--- config.mk ---
export PLATFORM = sky130hd
export DESIGN_NAME = eeprom_status_guard
export DESIGN_NICKNAME = d
export VERILOG_FILES = /design/src/rtl/eeprom_prot_pkg.sv /design/src/rtl/wel_latch.sv /design/src/rtl/bp_store.sv /design/src/rtl/range_guard.sv /design/src/rtl/eeprom_status_guard.sv
export SDC_FILE = /design/constraint.sdc
export NUM_CORES = 1
export LEC_CHECK = 0
export BUFFER_PORTS_ARGS = -buffer_cell sky130_fd_sc_hd__buf_2
export CAP_MARGIN = 20
export CORE_AREA = 2 2 39 41
export CTS_BUF_LIST = sky130_fd_sc_hd__clkbuf_4
export DETAILED_ROUTE_END_ITERATION = 16
export DIE_AREA = 0 0 41 43
export SYNTH_ARGS = -nofsm -noshare
export SYNTH_HDL_FRONTEND = slang
export SYNTH_HIERARCHICAL = 1
export SYNTH_SLANG_ARGS = --single-unit
--- constraint.sdc ---
create_clock -name clk -period 1.16 [get_ports clk]
set_input_delay 0.232 -clock clk [delete_from_list [all_inputs] [get_ports clk]]
set_output_delay 0.232 -clock clk [all_outputs]
set_load 0.005 [all_outputs]
--- src/rtl/eeprom_prot_pkg.sv ---
package eeprom_prot_pkg;
  typedef enum logic [1:0] {
    PROT_NONE    = 2'b00,
    PROT_QUARTER = 2'b01,
    PROT_HALF    = 2'b10,
    PROT_ALL     = 2'b11
  } prot_level_e;

  localparam int STAT_W   = 8;
  localparam int BP_LO    = 2;
  localparam int WEL_BIT  = 1;
  localparam int BUSY_BIT = 0;
endpackage

--- src/rtl/wel_latch.sv ---
module wel_latch (
  input  logic clk,
  input  logic rst_n,
  input  logic busy_i,
  input  logic wp_n_i,
  input  logic set_i,
  input  logic clr_i,
  input  logic arr_acc_i,
  input  logic stat_acc_i,
  output logic wel_o
);
  logic clear_now;
  assign clear_now = !wp_n_i || (!busy_i && (clr_i || arr_acc_i || stat_acc_i));

  always_ff @(posedge clk) begin
    if (!rst_n)             wel_o <= 1'b0;
    else if (clear_now)     wel_o <= 1'b0;
    else if (!busy_i && set_i) wel_o <= 1'b1;
  end


  wel_set_src_chk: assert property (@(posedge clk) disable iff (!rst_n)
    $rose(wel_o) |-> $past(set_i && !busy_i));


  wel_wp_clear_chk: assert property (@(posedge clk) disable iff (!rst_n)
    !wp_n_i |=> !wel_o);
endmodule

--- src/rtl/bp_store.sv ---
module bp_store
  import eeprom_prot_pkg::*;
(
  input  logic        clk,
  input  logic        rst_n,
  input  logic        load_i,
  input  logic [7:0]  data_i,
  output prot_level_e level_o
);
  always_ff @(posedge clk) begin
    if (!rst_n)      level_o <= PROT_NONE;
    else if (load_i) level_o <= prot_level_e'(data_i[BP_LO +: 2]);
  end


  bp_load_chk: assert property (@(posedge clk) disable iff (!rst_n)
    load_i |=> level_o == $past(data_i[BP_LO +: 2]));


  bp_hold_chk: assert property (@(posedge clk) disable iff (!rst_n)
    !load_i |=> $stable(level_o));
endmodule

--- src/rtl/range_guard.sv ---
module range_guard
  import eeprom_prot_pkg::*;
#(
  parameter int AW = 8
) (
  input  prot_level_e    level_i,
  input  logic [AW-1:0]  addr_i,
  output logic           locked_o
);
  always_comb begin
    unique case (level_i)
      PROT_NONE:    locked_o = 1'b0;
      PROT_QUARTER: locked_o = &addr_i[AW-1 -: 2];
      PROT_HALF:    locked_o = addr_i[AW-1];
      default:      locked_o = 1'b1;
    endcase
  end


  always_comb begin
    if (level_i == PROT_ALL) range_all_chk: assert (locked_o);
    if (level_i == PROT_NONE) range_none_chk: assert (!locked_o);
  end
endmodule

--- src/rtl/eeprom_status_guard.sv ---
module eeprom_status_guard
  import eeprom_prot_pkg::*;
#(
  parameter int MEM_BYTES = 256,
  localparam int AW = $clog2(MEM_BYTES)
) (
  input  logic          clk,
  input  logic          rst_n,
  input  logic          cmd_set_wel,
  input  logic          cmd_clr_wel,
  input  logic          cmd_stat_wr,
  input  logic          cmd_stat_rd,
  input  logic          cmd_arr_wr,
  input  logic          wp_n,
  input  logic          busy,
  input  logic [AW-1:0] arr_addr,
  input  logic [7:0]    stat_wdata,
  output logic [7:0]    status_byte,
  output logic          status_rd_valid,
  output logic          array_write_ok,
  output logic          status_write_ok
);
  logic        wel;
  logic        locked;
  prot_level_e level;

  generate
    if (MEM_BYTES != 256 && MEM_BYTES != 512) begin : g_bad_size
      initial size_param_chk: assert (0);
    end
  endgenerate

  assign array_write_ok  = cmd_arr_wr && !busy && wel && !locked;
  assign status_write_ok = cmd_stat_wr && !busy && wel && wp_n;
  assign status_rd_valid = cmd_stat_rd;

  always_comb begin
    if (busy) status_byte = '1;
    else begin
      status_byte                = '0;
      status_byte[BP_LO +: 2]    = level;
      status_byte[WEL_BIT]       = wel;
      status_byte[BUSY_BIT]      = 1'b0;
    end
  end

  wel_latch u_wel (
    .clk(clk), .rst_n(rst_n), .busy_i(busy), .wp_n_i(wp_n),
    .set_i(cmd_set_wel), .clr_i(cmd_clr_wel),
    .arr_acc_i(array_write_ok), .stat_acc_i(status_write_ok),
    .wel_o(wel)
  );

  bp_store u_bp (
    .clk(clk), .rst_n(rst_n), .load_i(status_write_ok),
    .data_i(stat_wdata), .level_o(level)
  );

  range_guard #(.AW(AW)) u_rng (
    .level_i(level), .addr_i(arr_addr), .locked_o(locked)
  );


  busy_no_permit_chk: assert property (@(posedge clk) disable iff (!rst_n)
    busy |-> !array_write_ok && !status_write_ok);


  arr_needs_wel_chk: assert property (@(posedge clk) disable iff (!rst_n)
    array_write_ok |-> status_byte[WEL_BIT]);


  arr_clears_wel_chk: assert property (@(posedge clk) disable iff (!rst_n)
    array_write_ok |=> !wel);
endmodule

==> impl_metrics.toml <==
[drt]
vias = 247
highest_layer = "met3"
drtIter0Drc = 1
dr_wl_met3_um = 75
route.detailed.drc = 0
ant_nets = 0
first_pass_iters = 4
wl_met2_um = 295
viasPerCell = 3.98
wl_met1_um = 167
wl_per_cell_um = 8.66
wirelength_um = 537

[cts]
cts_tree = "built"
numCtsBuffers = 3
cts-htree-levels = 1
cts_root_buffer = "clkbuf_4"
clk_path_buf_depth = 2
clk_pin_slew_worst_paths_ns = 0.04
clk_latency_ns = 0.23
clock_sinks = 3

[timing]
max_clock_freq_ghz = 0.728
fin_tns_setup_ns = -0.213
rsz0062_at_grt = "true"
period_needed_ns = 1.37
hold_viol = 0
setup_violations = 1
timing.slew.headroom_pct = 91.3
skew_ns = 0.00128
slew_viol_final = 0
tightest_slew_ns = 0.127
setup_slack_ns = -0.213
period_share_pct = 118

[layout]
n_antenna_cell = 0
drive_gt1_share_pct = 69.6
multiInputGateArea_um2 = 123
area_delta_synth_final_pct = 56.0
register_area_um2 = 62.6
fillCellCount = 164
nets = 72

[hold_path]
hold_end = "u_bp/level_o[1]"
min-delay-start = "rst_n"
whs_path_depth = 2
holdCritPathClass = "input port to register"

[grt]
antenna_found_initial = 0
grt_overflow = 0
grt_pass1_wl_um = 738
grt_usage_pct = 6.72
grt_pass1_vias = 200
grt_max_degree = 9

[setup_path]
startpoint = "u_bp/level_o[0]"
critPathLaunchType = "register"
rrSetupSlack_ns = 0.02
required_ns = 0.93
cp_max_fo = 4
r2r_start = "u_bp/level_o[0]"
r2r_end = "u_wel/wel_o"
cp.arrival_ns = 1.14
r2r_cells = 5
cp-end-kind = "output pin"
critPathKind = "register to output pin"

[placed_design]
gp_congestion = 0.611
pre_cts_slack_ns = -0.0388
io_buffers = 21

[pwr]
pwr-share-clk_pct = 55.9
p_switching_mw = 0.0733
total_power_mw = 0.365
power-per-cell-area_nw_per_um2 = 1030
irDropWorstVdd_mv = 0.244
p_leak_nw = 0.180
swShare_pct = 20.1
p_comb_share_pct = 14.9
p_int_mw = 0.291
power_frac_seq_pct = 29.2

[yosys]
synth_top_area_cell = "dfxtp_1"
synth_area_leaders = "dfxtp_1, buf_4, mux2i_1, nor2b_1, or2_1"
ys_seq_elements = 3
yosys_warnings = 6
ys.flop_type = "dfxtp_1"
synth-edff-count = 0
synth_top_area_share_pct = 26.4
syn-mean-instance-area_um2 = 9.11
yosys.cell_types.count = 13
async_reset_ff_share_pct = 0
synthTopCellsByCount = "buf_4, dfxtp_1, nor2b_1, or2_1, mux2i_1"
ys_seq_area_share_pct = 26.4
netlist_area_um2 = 228
synthesis.nets = 50
synth.most_common_cell = "buf_4"
synth_cells = 25

[floorplanning]
core_area_um2 = 1380
initial_core_util_pct = 16.5
rows = 14
dieArea_um2 = 1760
die_h_um = 43
die_w_um = 41
io_pins = 36

[job]
cap_violations = 0

[status]
violations = "negative setup slack"
status = "finished, violations left"
cell families (layout without fill, tap and decap cells):
| group | after synthesis | in the layout | share of synthesized area (%) |
|---|---|---|---|
| simple gates | 12 | 12 | 37.9 |
| flops | 3 | 3 | 26.4 |
| compound gates | 2 | 2 | 7.14 |
| mux | 2 | 2 | 8.79 |
| buf+inv | 6 | 27 | 19.8 |
metal layers:
layer  GRT usage [%]  up-vias
li1                -      124
met1            5.77      109
met2            11.6       14
met3            4.71        0
met4            2.00        0
met5               0        -
area by class of cell:
| type | instances | area share, % |
|---|---|---|
| Timing Repair Buffer | 23 | 33.8 |
| Clock buffer | 4 | 8.45 |
| Multi-Input combinational cell | 16 | 34.5 |
| Sequential cell | 3 | 17.6 |
| Tap cell | 16 | 5.63 |
power by group through the flow:
stage | logic, mW | registers (mW) | clock network (mW)
2_1_floorplan | 0.0300 | 0.107 | 0
3_3_place_gp | 0.0540 | 0.108 | 0
3_5_place_dp | 0.0549 | 0.108 | 0
4_1_cts | 0.0552 | 0.106 | 0.209
5_1_grt | 0.0632 | 0.107 | 0.216
6_report | 0.0544 | 0.106 | 0.204
worst max-delay path by stage:
| stage | endpoint | slack, ns | cells past startpoint |
|---|---|---|---|
| 5_1_grt | array_write_ok | -0.27 | 4 |
| 3_5_place_dp | u_wel/wel_o | -0.04 | 6 |
| 2_1_floorplan | u_wel/wel_o | 0.008 | 5 |
| 3_3_place_gp | u_wel/wel_o | -0.04 | 6 |
| 6_report | array_write_ok | -0.21 | 4 |
| 4_1_cts | array_write_ok | -0.23 | 4 |
through the flow:
step	hold WS, ns	cells	util [%]	area, µm²
after global placement	0.464	57	22.8	315
after global routing	0.280	62	25.7	355
after floorplan	0.360	25	-	228
final	0.252	62	25.7	355
after detailed placement	0.464	57	22.8	315
after CTS	0.249	62	25.7	355
critical path, cell delays in order, from the launching register on:
cell	delay [ns]
dfxtp_2	0.32
o21ai_1	0.11
nand2_1	0.06
and4bb_2	0.31
buf_2	0.12
flip-flops by register name, indices dropped and copies added, names as in the netlist:
name          cells
u_wel/wel_o       1
u_bp/level_o      2
placed cells by master (no fill, tap or decap), types with 2 or more instances in the layout:
| master | count |
|---|---|
| mux2i_1 | 2 |
| buf_4 | 2 |
| clkbuf_4 | 4 |
| dfxtp_2 | 2 |
| buf_2 | 21 |
| or2_1 | 3 |
| nor2b_1 | 3 |
repair_timing:
item	in CTS	in global routing
gates resized for setup	2	0
pin swaps	3	4
gates cloned	0	0
hold buffers	0	0
setup endpoints to repair	3	3
buffers inserted	1	0
Note: power is estimated with default switching activity, not from simulation.
